**src/rtl/gpio_evt_pkg.sv**
```systemverilog
package gpio_evt_pkg;

    localparam int DATA_W     = 32;
    localparam int ADDR_W     = 7;
    localparam int REG_WORD_W = ADDR_W - 2;
    localparam int NUM_COND   = 4;

    // Order matters: the condition index sets the register word pair.
    typedef enum logic [1:0] {
        COND_RISE = 2'd0,
        COND_FALL = 2'd1,
        COND_HIGH = 2'd2,
        COND_LOW  = 2'd3
    } cond_e;

    localparam logic [REG_WORD_W-1:0] W_LEVEL   = REG_WORD_W'(0);
    localparam logic [REG_WORD_W-1:0] W_IN_EN   = REG_WORD_W'(1);
    localparam logic [REG_WORD_W-1:0] W_OUT_EN  = REG_WORD_W'(2);
    localparam logic [REG_WORD_W-1:0] W_OUT_VAL = REG_WORD_W'(3);
    localparam logic [REG_WORD_W-1:0] W_OUT_INV = REG_WORD_W'(16);
    localparam int                    COND_BASE = 6;

    typedef struct packed {
        logic                  wr_hit;
        logic [REG_WORD_W-1:0] word;
        logic [DATA_W-1:0]     data;
    } bus_req_t;

    function automatic logic [REG_WORD_W-1:0] cond_en_word(input int unsigned c);
        return REG_WORD_W'(COND_BASE + 2 * c);
    endfunction

    function automatic logic [REG_WORD_W-1:0] cond_pend_word(input int unsigned c);
        return REG_WORD_W'(COND_BASE + 2 * c + 1);
    endfunction

endpackage

```
**src/rtl/gpio_in_sync.sv**
```systemverilog
module gpio_in_sync #(
    parameter int W = 16
) (
    input  logic         clk,
    input  logic         rst,
    input  logic [W-1:0] raw,
    output logic [W-1:0] cur,
    output logic [W-1:0] prv
);
    logic [W-1:0] meta_q, sync_q, prev_q;

    always_ff @(posedge clk) begin
        if (rst) begin
            meta_q <= '0;
            sync_q <= '0;
            prev_q <= '0;
        end else begin
            meta_q <= raw;
            sync_q <= meta_q;
            prev_q <= sync_q;
        end
    end

    assign cur = sync_q;
    assign prv = prev_q;
endmodule

```
**src/rtl/gpio_cond_detect.sv**
```systemverilog
module gpio_cond_detect
    import gpio_evt_pkg::*;
#(
    parameter int W = 16
) (
    input  logic [W-1:0]                cur,
    input  logic [W-1:0]                prv,
    input  logic [W-1:0]                ien,
    output logic [NUM_COND-1:0][W-1:0]  evt
);
    for (genvar c = 0; c < NUM_COND; c++) begin : g_cond
        if (c == int'(COND_RISE)) begin : g_rise
            assign evt[c] = cur & ~prv & ien;
        end else if (c == int'(COND_FALL)) begin : g_fall
            assign evt[c] = ~cur & prv & ien;
        end else if (c == int'(COND_HIGH)) begin : g_high
            assign evt[c] = cur & ien;
        end else begin : g_low
            assign evt[c] = ~cur & ien;
        end
    end
endmodule

```
**src/rtl/gpio_evt_regs.sv**
```systemverilog
module gpio_evt_regs
    import gpio_evt_pkg::*;
#(
    parameter int PINS = 16
) (
    input  logic                          clk,
    input  logic                          rst,
    input  bus_req_t                      req,
    input  logic [PINS-1:0]               level,
    input  logic [NUM_COND-1:0][PINS-1:0] evt,
    output logic [DATA_W-1:0]             rdata,
    output logic [PINS-1:0]               ien,
    output logic [PINS-1:0]               oe,
    output logic [PINS-1:0]               oval,
    output logic [PINS-1:0]               oinv,
    output logic [NUM_COND-1:0][PINS-1:0] cen,
    output logic [NUM_COND-1:0][PINS-1:0] cpend
);
    logic [PINS-1:0]               wbits;
    logic [NUM_COND-1:0][PINS-1:0] clr;

    assign wbits = req.data[PINS-1:0];

    always_comb begin
        for (int c = 0; c < NUM_COND; c++) begin
            clr[c] = (req.wr_hit && req.word == cond_pend_word(c)) ? wbits : '0;
        end
    end

    always_ff @(posedge clk) begin
        if (rst) begin
            ien   <= '0;
            oe    <= '0;
            oval  <= '0;
            oinv  <= '0;
            cen   <= '0;
            cpend <= '0;
        end else begin
            if (req.wr_hit) begin
                if (req.word == W_IN_EN)   ien  <= wbits;
                if (req.word == W_OUT_EN)  oe   <= wbits;
                if (req.word == W_OUT_VAL) oval <= wbits;
                if (req.word == W_OUT_INV) oinv <= wbits;
            end
            for (int c = 0; c < NUM_COND; c++) begin
                if (req.wr_hit && req.word == cond_en_word(c)) cen[c] <= wbits;
                // event applied after the clear: a same-cycle event survives
                cpend[c] <= (cpend[c] & ~clr[c]) | evt[c];
            end
        end
    end

    always_comb begin
        rdata = '0;
        if (req.word == W_LEVEL)   rdata = DATA_W'(level & ien);
        if (req.word == W_IN_EN)   rdata = DATA_W'(ien);
        if (req.word == W_OUT_EN)  rdata = DATA_W'(oe);
        if (req.word == W_OUT_VAL) rdata = DATA_W'(oval);
        if (req.word == W_OUT_INV) rdata = DATA_W'(oinv);
        for (int c = 0; c < NUM_COND; c++) begin
            if (req.word == cond_en_word(c))   rdata = DATA_W'(cen[c]);
            if (req.word == cond_pend_word(c)) rdata = DATA_W'(cpend[c]);
        end
    end
endmodule

```
**src/rtl/gpio_evt_bank.sv**
```systemverilog
module gpio_evt_bank
    import gpio_evt_pkg::*;
#(
    parameter int PINS = 16
) (
    input  logic              clk,
    input  logic              rst,
    input  logic              bus_sel,
    input  logic              bus_wr,
    input  logic [ADDR_W-1:0] bus_addr,
    input  logic [DATA_W-1:0] bus_wdata,
    output logic [DATA_W-1:0] bus_rdata,
    input  logic [PINS-1:0]   pin_in,
    output logic [PINS-1:0]   pin_oe,
    output logic [PINS-1:0]   pin_out,
    output logic [PINS-1:0]   pin_irq
);
    bus_req_t                      req;
    logic [PINS-1:0]               cur_lvl, prv_lvl;
    logic [PINS-1:0]               ien_q, oval_q, oinv_q;
    logic [NUM_COND-1:0][PINS-1:0] cond_evt, cond_en, cond_pend;

    assign req.wr_hit = bus_sel & bus_wr;
    assign req.word   = bus_addr[ADDR_W-1:2];
    assign req.data   = bus_wdata;

    gpio_in_sync #(.W(PINS)) sync_i (
        .clk (clk),
        .rst (rst),
        .raw (pin_in),
        .cur (cur_lvl),
        .prv (prv_lvl)
    );

    gpio_cond_detect #(.W(PINS)) det_i (
        .cur (cur_lvl),
        .prv (prv_lvl),
        .ien (ien_q),
        .evt (cond_evt)
    );

    gpio_evt_regs #(.PINS(PINS)) regs_i (
        .clk   (clk),
        .rst   (rst),
        .req   (req),
        .level (cur_lvl),
        .evt   (cond_evt),
        .rdata (bus_rdata),
        .ien   (ien_q),
        .oe    (pin_oe),
        .oval  (oval_q),
        .oinv  (oinv_q),
        .cen   (cond_en),
        .cpend (cond_pend)
    );

    assign pin_out = oval_q ^ oinv_q;

    always_comb begin
        pin_irq = '0;
        for (int c = 0; c < NUM_COND; c++) begin
            pin_irq = pin_irq | (cond_en[c] & cond_pend[c]);
        end
    end
endmodule

```
**config.mk**
```make
export PLATFORM = sky130hd
export DESIGN_NAME = gpio_evt_bank
export DESIGN_NICKNAME = d
export VERILOG_FILES = /design/src/rtl/gpio_evt_pkg.sv /design/src/rtl/gpio_in_sync.sv /design/src/rtl/gpio_cond_detect.sv /design/src/rtl/gpio_evt_regs.sv /design/src/rtl/gpio_evt_bank.sv
export SDC_FILE = /design/constraint.sdc
export NUM_CORES = 1
export LEC_CHECK = 0
export ABC_AREA = 1
export BUFFER_PORTS_ARGS = -buffer_cell sky130_fd_sc_hd__buf_2
export CORE_ASPECT_RATIO = 0.6
export CORE_MARGIN = 2
export CORE_UTILIZATION = 65
export CTS_BUF_LIST = sky130_fd_sc_hd__clkbuf_4 sky130_fd_sc_hd__clkbuf_8
export CTS_CLUSTER_SIZE = 40
export DETAILED_ROUTE_END_ITERATION = 6
export PLACE_DENSITY = 0.88
export SETUP_SLACK_MARGIN = 0.5
export SLEW_MARGIN = 10
export SYNTH_ARGS = -nofsm -noshare
export SYNTH_HDL_FRONTEND = slang
export SYNTH_HIERARCHICAL = 1
export SYNTH_SLANG_ARGS = --single-unit
```
**constraint.sdc**
```tcl
create_clock -name clk -period 1.95 [get_ports clk]
set_clock_uncertainty 0.05 [all_clocks]
set_input_delay 0.195 -clock clk [delete_from_list [all_inputs] [get_ports clk]]
set_output_delay 0.195 -clock clk [all_outputs]
set_load 0.05 [all_outputs]
```
==> results.ini <==
[synthesis]
synth_area_per_cell_um2=6.79
synth_top_area_cell=dfxtp_1
synth_cells=1703
ys_top_cells_by_area=dfxtp_1, nand2_1, inv_1
synth_top_area_share_pct=41.6
ys_seq_area_share_pct=41.6
yosysWarnings=6
synth_area_um2=11600
synth.distinct_cells=29
synth-seq-cells=240

[timing]
hold_viol=0
post-route-min-period_ps=2200
slew_viol_final=0
setup_viol=16
period_share_pct=113
fmax_ghz=0.455
hold_slack_ps=20.6
setup_ws_ps=-249
rsz0062_at_grt=true

[global_route]
antenna_found_initial=0
grt_pass1_wl_um=55500
grt_pass1_vias=11650
grt_max_degree=61
grt.overflow.total=0
grt_util_all_layers_pct=36.7

[route]
postRouteWirelength_um=36800
drtIter0Drc=1492
firstDrtPassIters=6
avgViaCountPerCell=5.72
avgRoutedWirePerCell_um=17.3
antenna_left=0
route.detailed.drc=0
num_vias=12180

[worst_setup_path]
arrival_ps=1950
endpoint_kind=output port
path_class=flip-flop to output port
cp.required_ps=1700
path_max_fanout=5
startpoint_type=flip-flop

[floorplanning]
die_y_um=107
die_w_um=176
fp.coreArea_um2=17300
start_util_pct=66.9
die_area_um2=18900
io_pins=139
rows=37

[cts]
cts_root_buf=clkbuf_8
cts.htree.levels=2
clk_pin_slew_worst_paths_ps=60
cts_buffers=36
clock_sinks=240
clock_path_buffers=3
cts_tree=done
insertion_delay_ps=530

[hold_path]
hold_class=primary input to flip-flop

[layout]
antenna_cells=0
layout.nets=1933
post-route-util_pct=85.5
syn_to_final_growth_pct=27.7
drive_gt1_share_pct=32.3

[placed_design]
dpl.hpwl_um=23700
io_buffers=104
place_congestion=0.890

[pwr]
irDropWorstVdd_mv=0.685
p_leak_uw=0.00619
p_per_area_nw_per_um2=676

[job]
drv_cap=0

[status]
status=complete, but fails checks
violations=setup timing

==> layout by cell type, fill, tap and decap left out, types with 15 or more instances in the layout <==
cell           count
a211oi_1          64
a21oi_1          144
buf_12            15
buf_2             50
buf_4             76
buf_6             24
buf_8             17
clkbuf_8          44
conb_1            16
dfxtp_1           63
dfxtp_2          160
dfxtp_4           17
dlygate4sd3_1     32
inv_1            265
inv_2             17
nand2_1          349
nand2_2           81
nand3_1           70
nand4_1           36
nor2_1           149
nor2_2            40
o211ai_1          16
o21ai_0           55
or2_2             15
==> cell families after synthesis <==
| logic type | share of synthesized area (%) |
|---|---|
| other | 0.0324 |
| and+or+nand+nor | 29.3 |
| xor gates and xnor gates | 1.21 |
| AOI/OAI and AO/OA | 14.2 |
| DFF | 41.6 |
| buffers and inverters | 13.7 |
==> cell usage after synthesis, drive strengths merged <==
cell type	instances
nor3	1
clkbuf	39
nor2	201
conb	1
xor2	16
buf	58
o211ai	16
nand2	434
or2	21
nand3	84
nand4	36
a21oi	144
inv	284
dfxtp	240
o21ai	64
a211oi	64
==> what timing repair did <==
item,4_1_cts,5_1_grt
resized for setup,240,139
hold endpoints to repair,95,0
buffers inserted,6,12
endpoints found under the setup margin,48,49
pin swaps,51,62
hold buffers,32,0
==> routing by layer <==
| metal | routed length, um | global-route usage [%] |
|---|---|---|
| met1 | 13300 | 42.3 |
| met2 | 17900 | 65.6 |
| met3 | 3480 | 6.53 |
| met4 | 2130 | 19.5 |
| met5 | 0 | 0 |
==> power breakdown <==
part	switching, uW	internal, uW
registers	44.6	4940
clock network	1930	2240
logic	574	253
==> sequential cells by signal, indices dropped and copies added, names as in the netlist <==
| register | flops |
|---|---|
| sync_i/cur | 16 |
| regs_i/cpend | 64 |
| regs_i/oinv | 16 |
| regs_i/oval | 16 |
| regs_i/oe | 16 |
| sync_i/meta_q | 16 |
| regs_i/cen | 64 |
| regs_i/ien | 16 |
| sync_i/prv | 16 |
==> layout make-up <==
cell class / instances / area [um2]
fillers: 1034 / 2510
well taps: 234 / 293
repair buffers: 215 / 1970
clock inverters: 3 / 23.8
clock buffers: 55 / 688
inverters: 284 / 1080
flip-flops and latches: 240 / 5070
multi-input cells: 1097 / 5630
==> worst max-delay path: stages (launching register included) <==
cell and delay [ps]:
dfxtp_2 360, nand2_1 70, inv_1 30, nand4_1 60, nand2_1 50, nor2_1 100
nand4_1 130, nand2_1 120, nand4_1 130, nor2_2 150, nand3_4 80, buf_6 150
==> metrics by stage <==
step / cell area [um2] / setup TNS (ps) / std cells / setup WS (ps) / total power (uW)
6_report: 14800 / -2310 / 2128 / -249 / 9980
4_1_cts: 14400 / -2240 / 2116 / -253 / 9950
3_5_place_dp: 12700 / -838 / 2020 / -88.8 / 5810
3_3_place_gp: 12700 / -397 / 2020 / -45.0 / 5800
5_1_grt: 14800 / -4040 / 2128 / -345 / 10300
2_1_floorplan: 11900 / 0 / 1718 / 183 / 5580
==> path summary, 6_finish.rpt <==
path | startpoint | to | slack [ps] | depth (start not counted)
setup / recovery | regs_i/ien[15]$_SDFFE_PP0P_ | bus_rdata[15] | -250 | 11
hold / removal | rst | sync_i/cur[4]$_SDFF_PP0_ | 20 | 2
setup reg to reg | regs_i/ien[5]$_SDFFE_PP0P_ | regs_i/cpend[53]$_SDFF_PP0_ | 910 | 4
hold reg to reg | sync_i/meta_q[15]$_SDFF_PP0_ | sync_i/cur[15]$_SDFF_PP0_ | 350 | 2
(Power assumes the default switching activity.)
